## config.mk

```make
export PLATFORM = sky130hd
export DESIGN_NAME = irq_two_tier
export DESIGN_NICKNAME = d
export VERILOG_FILES = /design/src/rtl/irq_two_tier.sv
export SDC_FILE = /design/constraint.sdc
export NUM_CORES = 1
export LEC_CHECK = 0
export CAP_MARGIN = 20
export CORE_ASPECT_RATIO = 0.8
export CORE_UTILIZATION = 45
export DETAILED_ROUTE_END_ITERATION = 7
export DONT_BUFFER_PORTS = 1
export PLACE_DENSITY = 0.68
export SETUP_SLACK_MARGIN = 0.15
export SYNTH_ARGS = -nofsm -noshare
export SYNTH_HDL_FRONTEND = slang
export SYNTH_SLANG_ARGS = --single-unit
```

## constraint.sdc

```tcl
create_clock -name clk -period 2.8 [get_ports clk]
set_clock_uncertainty 0.2 [all_clocks]
set_input_delay 0.42 -clock clk [delete_from_list [all_inputs] [get_ports clk]]
set_output_delay 0.42 -clock clk [all_outputs]
set_load 0.01 [all_outputs]
```

## src/rtl/irq_two_tier.sv

```systemverilog
module irq_two_tier #(
  parameter int NP = 14,
  parameter int AW = 3,
  parameter int VW = 13,
  parameter logic [VW-1:0] VEC = 13'h0004
) (
  input  logic          clk,
  input  logic          rst_n,
  input  logic [2:0]    core_evt,
  input  logic [NP-1:0] periph_evt,
  input  logic          bus_wr,
  input  logic [AW-1:0] bus_addr,
  input  logic [7:0]    bus_wdata,
  output logic [7:0]    bus_rdata,
  output logic          irq_req,
  input  logic          irq_ack,
  input  logic          irq_ret,
  output logic [VW-1:0] vec_addr,
  output logic          wake
);

  localparam int NS = NP + 3;
  localparam int PB = (NP + 7) / 8;
  localparam int PW = PB * 8;
  localparam logic [AW-1:0] A_CTRL = '0;

  // two-flop synchronizer plus edge detector
  logic [NS-1:0] s1, s2, s3, hit;
  always_ff @(posedge clk or negedge rst_n)
    if (!rst_n) begin
      s1 <= '0; s2 <= '0; s3 <= '0;
    end else begin
      s1 <= {periph_evt, core_evt};
      s2 <= s1;
      s3 <= s2;
    end
  assign hit = s2 & ~s3;

  logic          gie, peie;
  logic [2:0]    cen, cfl;
  logic [NP-1:0] pen, pfl;
  logic          wr_ctrl;
  assign wr_ctrl = bus_wr && (bus_addr == A_CTRL);

  always_ff @(posedge clk or negedge rst_n)
    if (!rst_n) begin
      gie  <= 1'b0;
      peie <= 1'b0;
      cen  <= '0;
      cfl  <= '0;
    end else begin
      if (irq_ack)      gie <= 1'b0;
      else if (irq_ret) gie <= 1'b1;
      else if (wr_ctrl) gie <= bus_wdata[7];
      if (wr_ctrl) begin
        peie <= bus_wdata[6];
        cen  <= bus_wdata[5:3];
        cfl  <= bus_wdata[2:0] | hit[2:0];
      end else begin
        cfl  <= cfl | hit[2:0];
      end
    end

  always_ff @(posedge clk or negedge rst_n)
    if (!rst_n) begin
      pfl <= '0;
      pen <= '0;
    end else begin
      for (int i = 0; i < NP; i++) begin
        if (bus_wr && bus_addr == AW'(1 + i / 8))
          pfl[i] <= bus_wdata[i % 8] | hit[3 + i];
        else
          pfl[i] <= pfl[i] | hit[3 + i];
        if (bus_wr && bus_addr == AW'(1 + PB + i / 8))
          pen[i] <= bus_wdata[i % 8];
      end
    end

  logic core_hot, periph_hot;
  assign core_hot   = |(cfl & cen);
  assign periph_hot = peie & |(pfl & pen);
  assign wake       = core_hot | periph_hot;

  always_ff @(posedge clk or negedge rst_n)
    if (!rst_n) irq_req <= 1'b0;
    else        irq_req <= gie & wake & ~irq_ack;

  assign vec_addr = VEC;

  logic [PW-1:0] pfl_pad, pen_pad;
  assign pfl_pad = PW'(pfl);
  assign pen_pad = PW'(pen);

  always_comb begin
    bus_rdata = '0;
    if (bus_addr == A_CTRL) bus_rdata = {gie, peie, cen, cfl};
    for (int b = 0; b < PB; b++) begin
      if (bus_addr == AW'(1 + b))      bus_rdata = pfl_pad[b*8 +: 8];
      if (bus_addr == AW'(1 + PB + b)) bus_rdata = pen_pad[b*8 +: 8];
    end
  end

  logic [NS-1:0] flags_all;
  assign flags_all = {pfl, cfl};

  a_r1_flag_latch: assert property (@(posedge clk) disable iff (!rst_n)
    (|hit) |=> ((flags_all & $past(hit)) == $past(hit)));

  a_r2_flag_sticky: assert property (@(posedge clk) disable iff (!rst_n)
    !bus_wr |=> ((flags_all & $past(flags_all)) == $past(flags_all)));

  a_r4_group_gate: assert property (@(posedge clk) disable iff (!rst_n)
    (irq_req && !$past(core_hot)) |-> $past(peie));

  a_r5_needs_gie: assert property (@(posedge clk) disable iff (!rst_n)
    irq_req |-> $past(gie));

  a_r6_ack_clears: assert property (@(posedge clk) disable iff (!rst_n)
    irq_ack |=> (!gie && !irq_req));

  a_r7_ret_sets: assert property (@(posedge clk) disable iff (!rst_n)
    (irq_ret && !irq_ack) |=> gie);

endmodule

```

==> impl_metrics.tcl, run 1 <==
set metrics [dict create \
    run_status "finished with violations" \
    violations "design-rule violations, negative hold slack" \
    syn_area_per_cell_um2 14.09 \
    clkSinkCount 88 \
    setup_violations 0 \
    synthToLayoutAreaGrowth_pct 14.81 \
    vias_per_cell 5.000 \
    dieArea_um2 7769 \
    r2r-end "gie$_DFFE_PN0P_" \
    startpoint_type "flop" \
    pre_cts_ws_ps 902.5 \
    hpwl_mm 3.640 \
    relSlewSlack_pct 49.03 \
    irDropWorstVdd_mv 0.4080 \
    drive_above_1_share_pct 17.15 \
    wl_mm 5.669 \
    grt_use_total_pct 16.09 \
    grt_max_degree 89 \
    grt_pass1_vias 1684 \
    fin_ws_ps 561.2 \
    worstPathCellList "a22oi_1 -> nand2_1 -> o31ai_1 -> nand2_1" \
    hold_ws_ps -448.2 \
    drt_iter0_drc 103 \
    period_needed_ps 2239 \
    r2r_cells 4 \
    ant_nets 0 \
    root_buffer "clkbuf_8" \
    path_class "reg -> out" \
    grt_util_met2_pct 21.90 \
    diodes 0 \
    wire_per_inst_um 15.70 \
    use_met3_pct 5.634 \
    r2r_slack_ps 1120 \
    die_y_um 79.04 \
    via_count 1805 \
    hold_viol_final 88 \
    grt_util_met1_pct 23.21 \
    insertion_delay_ps 340 \
    cp_slowest_stage_delay_ps 410 \
    worstSetupEndpointType "output pin" \
    crit_slowest_cell "dfrtp_1" \
    hold_path.class "in -> async" \
    fmax_mhz 446.7 \
    cts_buffers 9 \
    final_common_cell "dfrtp_1" \
    drt-pass1-iter-count 7 \
    grt_pass1_wl_mm 9.025 \
    syn_area_um2 3338 \
    yosys_most_used_dff "dfrtp_1" \
    finalSetupTns_ps 0 \
    synth-seq-area-share_pct 65.97 \
    row_count 27 \
    overflow 0 \
    cap_viol_max_count 0 \
    ioPinCount 56 \
    r2r-start "gie$_DFFE_PN0P_" \
    drc 4 \
    critPathMostFrequentCell "nand2_1" \
    coreArea_um2 7027 \
    final_cell_mix "dfrtp_1, dlygate4sd3_1, inv_1, mux2_2" \
    busiest_layer "met1" \
    synth_cell_types 26 \
    cts_tree "yes" \
    power.total_mw 2.459 \
    initial_core_util_pct 47.51 \
    path_clk_slew_ps 90 \
    synth-edff-count 0 \
    crit_arrival_ps 1620 \
    yosysWarningCount 0 \
    async_reset_ff_share_pct 100.0 \
    ys_seq_elements 88 \
    nets 302 \
    p_leak_nw 1.714 \
    cts_buffer_depth 2 \
    io_buffer_count 0 \
    required_ps 2180 \
    gp_congestion 0.8585 \
    rsz0062_at_grt "false" \
    worstMarginPinSlew_ps 761.3 \
    drv_slew 0 \
    syn_inst 237 \
    worstPathMaxFanout 3 \
    die_x_um 98.30 \
    powerDensity_nw_per_um2 641.5 \
    fin_crit_sh_pct 79.96 \
    antenna_found_initial 0 \
    htree_levels 3 \
]
[worst max path at each step]
stage	to	cells past startpoint	startpoint
3_5_place_dp	cen[2]$_DFFE_PN0N_	2	bus_addr[2]
6_report	wake	4	pen[6]$_DFFE_PN0P_
2_1_floorplan	bus_rdata[3]	5	bus_addr[0]
4_1_cts	wake	4	pfl[6]$_DFF_PN0_
3_3_place_gp	cen[2]$_DFFE_PN0N_	2	bus_addr[2]
5_1_grt	wake	4	pfl[6]$_DFF_PN0_
[state kept, by name, indices dropped and copies added (netlist names)]
signal / cells
s2: 17
cen: 3
gie: 1
s1: 17
s3: 17
pfl: 14
irq_req: 1
pen: 14
peie: 1
cfl: 3
[logic make-up (layout without fill, tap and decap cells)]
family	Yosys count	in the layout	share of synthesized area [%]
compound gates	36	36	6.597
buf+inv	45	71	7.121
flops	88	88	65.97
simple gates	23	23	4.198
mux	43	43	15.89
other cells	2	13	0.2250
[cells in the mapped netlist, types with 4 or more instances]
cell / count / share of area (%)
nand2_1: 9 / 1.0
mux2_2: 20 / 6.7
nor2_1: 5 / 0.56
dfrtp_1: 88 / 66
buf_4: 15 / 3.4
a22oi_1: 9 / 2.0
mux2i_1: 17 / 5.1
mux4_2: 6 / 4.0
inv_1: 23 / 2.6
o21ai_0: 17 / 2.5
buf_2: 4 / 0.60
o22ai_1: 6 / 1.1
[power by group]
part	internal (mW)	leakage [nW]	switching, mW
registers	1.38	0.993	0.0725
logic	0.146	0.628	0.0960
clock network	0.345	0.0930	0.418
total	1.87	1.71	0.586
[critical path: cells and delay by family (launching register included)]
family / cells / cell delay [ps]
AND/OR/NAND/NOR: 2 / 260
AO/OA/AOI/OAI: 2 / 610
flip-flops: 1 / 410
[what timing repair did]
item                                   in CTS  in global routing
gates resized for setup                     0                  0
setup buffers                               0                  0
endpoints found under the hold margin     112                 93
hold buffers                               26                  4
[final cells by class]
cell class | instances | area [um^2]
fillers | 577 | 3194
inverters | 23 | 86.33
flip-flops and latches | 88 | 2202
multi-input cells | 115 | 945.9
well taps | 87 | 108.9
clock inverters | 5 | 32.53
repair buffers | 32 | 315.3
clock buffers | 11 | 141.4
[per-stage QoR]
| step | utilization [%] | cells | hold WS (ps) | cell area (um^2) |
|---|---|---|---|---|
| 2_1_floorplan | - | 248 | -75.59 | 3379 |
| 6_report | 54.54 | 361 | -448.2 | 3832 |
| 5_1_grt | 54.54 | 361 | -474.7 | 3832 |
| 4_1_cts | 53.97 | 357 | -463.8 | 3792 |
| 3_5_place_dp | 47.79 | 315 | -73.23 | 3358 |
| 3_3_place_gp | 47.79 | 315 | -73.25 | 3358 |
[routing by layer]
metal	share of wire [%]	wire, um
met4	1.2	69
met2	45	2523
met1	48	2719
met3	6.3	356
met5	0	0
Power figures use the tool's default switching activity.
==> run 2, diff against run 1 <==
--- a/config.mk
+++ b/config.mk
@@ -10,7 +10,7 @@
 export CORE_UTILIZATION = 45
 export DETAILED_ROUTE_END_ITERATION = 7
 export DONT_BUFFER_PORTS = 1
-export PLACE_DENSITY = 0.68
+export PLACE_DENSITY = 0.7
 export SETUP_SLACK_MARGIN = 0.15
 export SYNTH_ARGS = -nofsm -noshare
 export SYNTH_HDL_FRONTEND = slang
==> constraint.sdc (replaced) <==
create_clock -name clk -period 2 [get_ports clk]
set_clock_uncertainty 0.2 [all_clocks]
set_input_delay 0.3 -clock clk [delete_from_list [all_inputs] [get_ports clk]]
set_output_delay 0.3 -clock clk [all_outputs]
set_load 0.01 [all_outputs]
==> impl_metrics.tcl, run 2 (same netlist as run 1, synthesis figures left out) <==
set metrics [dict create \
    seq_power_share_pct 53.5 \
    path_class "reg -> out" \
    antenna_found_initial 0 \
    reg_top3 "s1 (17), s2 (17), s3 (17)" \
    required_ps 1500 \
    dieArea_um2 7769 \
    violations "design-rule violations, negative hold slack" \
    grt_max_degree 89 \
    diodes 0 \
    final_cell_mix "dfrtp_1, dlygate4sd3_1, mux2_2" \
    power.total_mw 3.837 \
    root_buffer "clkbuf_8" \
    hold_path.class "in -> async" \
    startpoint_type "flop" \
    period_needed_ps 1986 \
    io_buffer_count 0 \
    layoutNonFillerInstCount 361 \
    gp_congestion 0.8654 \
    irDropWorstVdd_mv 0.6056 \
    cts_buffer_depth 2 \
    insertion_delay_ps 350 \
    drive_above_1_share_pct 28.10 \
    relSlewSlack_pct 61.92 \
    switching_share_pct 23.71 \
    drc 4 \
    dp_cells 316 \
    drv_slew 0 \
    cap_viol_max_count 0 \
    final_common_cell "dfrtp_1" \
    hpwl_mm 3.874 \
    drt_iter0_drc 160 \
    clkSinkCount 88 \
    ctsHoldBuffers 27 \
    cts_tree "yes" \
    crit_arrival_ps 1490 \
    p_leak_nw 1.749 \
    setup_violations 0 \
    worstSetupEndpointType "output pin" \
    p_switching_mw 0.9100 \
    fin_crit_sh_pct 99.28 \
    synthToLayoutAreaGrowth_pct 20.73 \
    htree_levels 3 \
    powerDensity_nw_per_um2 952.2 \
    coreArea_um2 7027 \
    row_count 27 \
    finalSetupTns_ps 0 \
    hold_ws_ps -565.1 \
    initial_core_util_pct 47.51 \
    ioPinCount 56 \
    die_y_um 79.04 \
    p_clk_share_pct 35.0 \
    rsz0062_at_grt "true" \
    die_x_um 98.30 \
    worstPathMaxFanout 3 \
    grt_pass1_wl_mm 9.825 \
    drt-pass1-iter-count 6 \
    overflow 0 \
    nets 302 \
    wire_per_inst_um 16.65 \
    wl_mm 6.011 \
    fmax_mhz 503.6 \
    p_int_mw 2.927 \
    ant_nets 0 \
    pwr-share-comb_pct 11.5 \
    path_clk_slew_ps 80 \
    worstMarginPinSlew_ps 571.2 \
    run_status "finished with violations" \
    hold_viol_final 88 \
    cts_buffers 9 \
    vias_per_cell 5.197 \
    grt_use_total_pct 17.23 \
    grt_pass1_vias 1851 \
    r2r_cells 4 \
    via_count 1876 \
]
[run 2: cell count changes in the layout (fill, tap and decap cells not counted), moves of 6 or more]
cell / delta
o22ai_4: +6
inv_1: -6
o22ai_1: -6
inv_2: +6
a22oi_2: +8
a22oi_1: -8
[run 2: final cells by class]
class,instances,area (um^2)
Fill cell,587,2997
Sequential cell,88,2202
Multi-Input combinational cell,115,1097
Timing Repair Buffer,32,307.8
Clock buffer,10,137.6
Tap cell,87,108.9
Clock inverter,6,90.09
Inverter,23,86.33
[run 2: timing repair]
item / CTS / global route
buffers inserted: 2 / 0
pin swaps: 2 / 3
endpoints found under the setup margin: 7 / 9
gates resized for setup: 18 / 15
endpoints found under the hold margin: 142 / 88
[run 2: final timing paths]
kind                                         start                 end  slack [ps]
worst max-delay path            pen[1]$_DFFE_PN0P_                wake          10
worst min-delay path                         rst_n     s1[2]$_DFF_PN0_        -570
worst max register to register     gie$_DFFE_PN0P_     gie$_DFFE_PN0P_         280
worst min register to register     s1[4]$_DFF_PN0_     s2[4]$_DFF_PN0_         150
max in group asynchronous                    rst_n  pen[7]$_DFFE_PN0P_        2040
min in group clk                   s1[4]$_DFF_PN0_     s2[4]$_DFF_PN0_         150
[run 2: per-layer routing]
metal  vias to the layer above  wire, um  global-route usage (%)
li1                        856         -                       -
met1                       951      2725                   23.47
met2                        63      2843                   26.20
met3                         6       389                   6.778
met4                         0        53                   4.030
met5                         -         0                       0
[run 2: power by group through the flow]
stage / Sequential, mW / Combinational, mW / Clock (mW)
floorplan: 2.03 / 0.288 / 0
global placement: 2.06 / 0.287 / 0
detailed placement: 2.07 / 0.296 / 0
CTS: 2.04 / 0.401 / 1.39
global route: 2.07 / 0.476 / 1.47
finish: 2.05 / 0.443 / 1.34
[run 2: worst max-delay path, stage by stage, from the launching register on]
cell     delay, ps
dfrtp_1        400
a22oi_2        230
nand3_2        140
o31ai_4        260
nand2_2        100
[run 2: per-stage QoR]
step / instance area (um^2) / worst slack, ps / utilization [%]
finish: 4030 / 14.40 / 57.35
global route: 4030 / -54.10 / 57.35
CTS: 3964 / 11.22 / 56.41
detailed placement: 3366 / 317.3 / 47.90
global placement: 3366 / 310.0 / 47.90
floorplan: 3379 / 235.5 / -
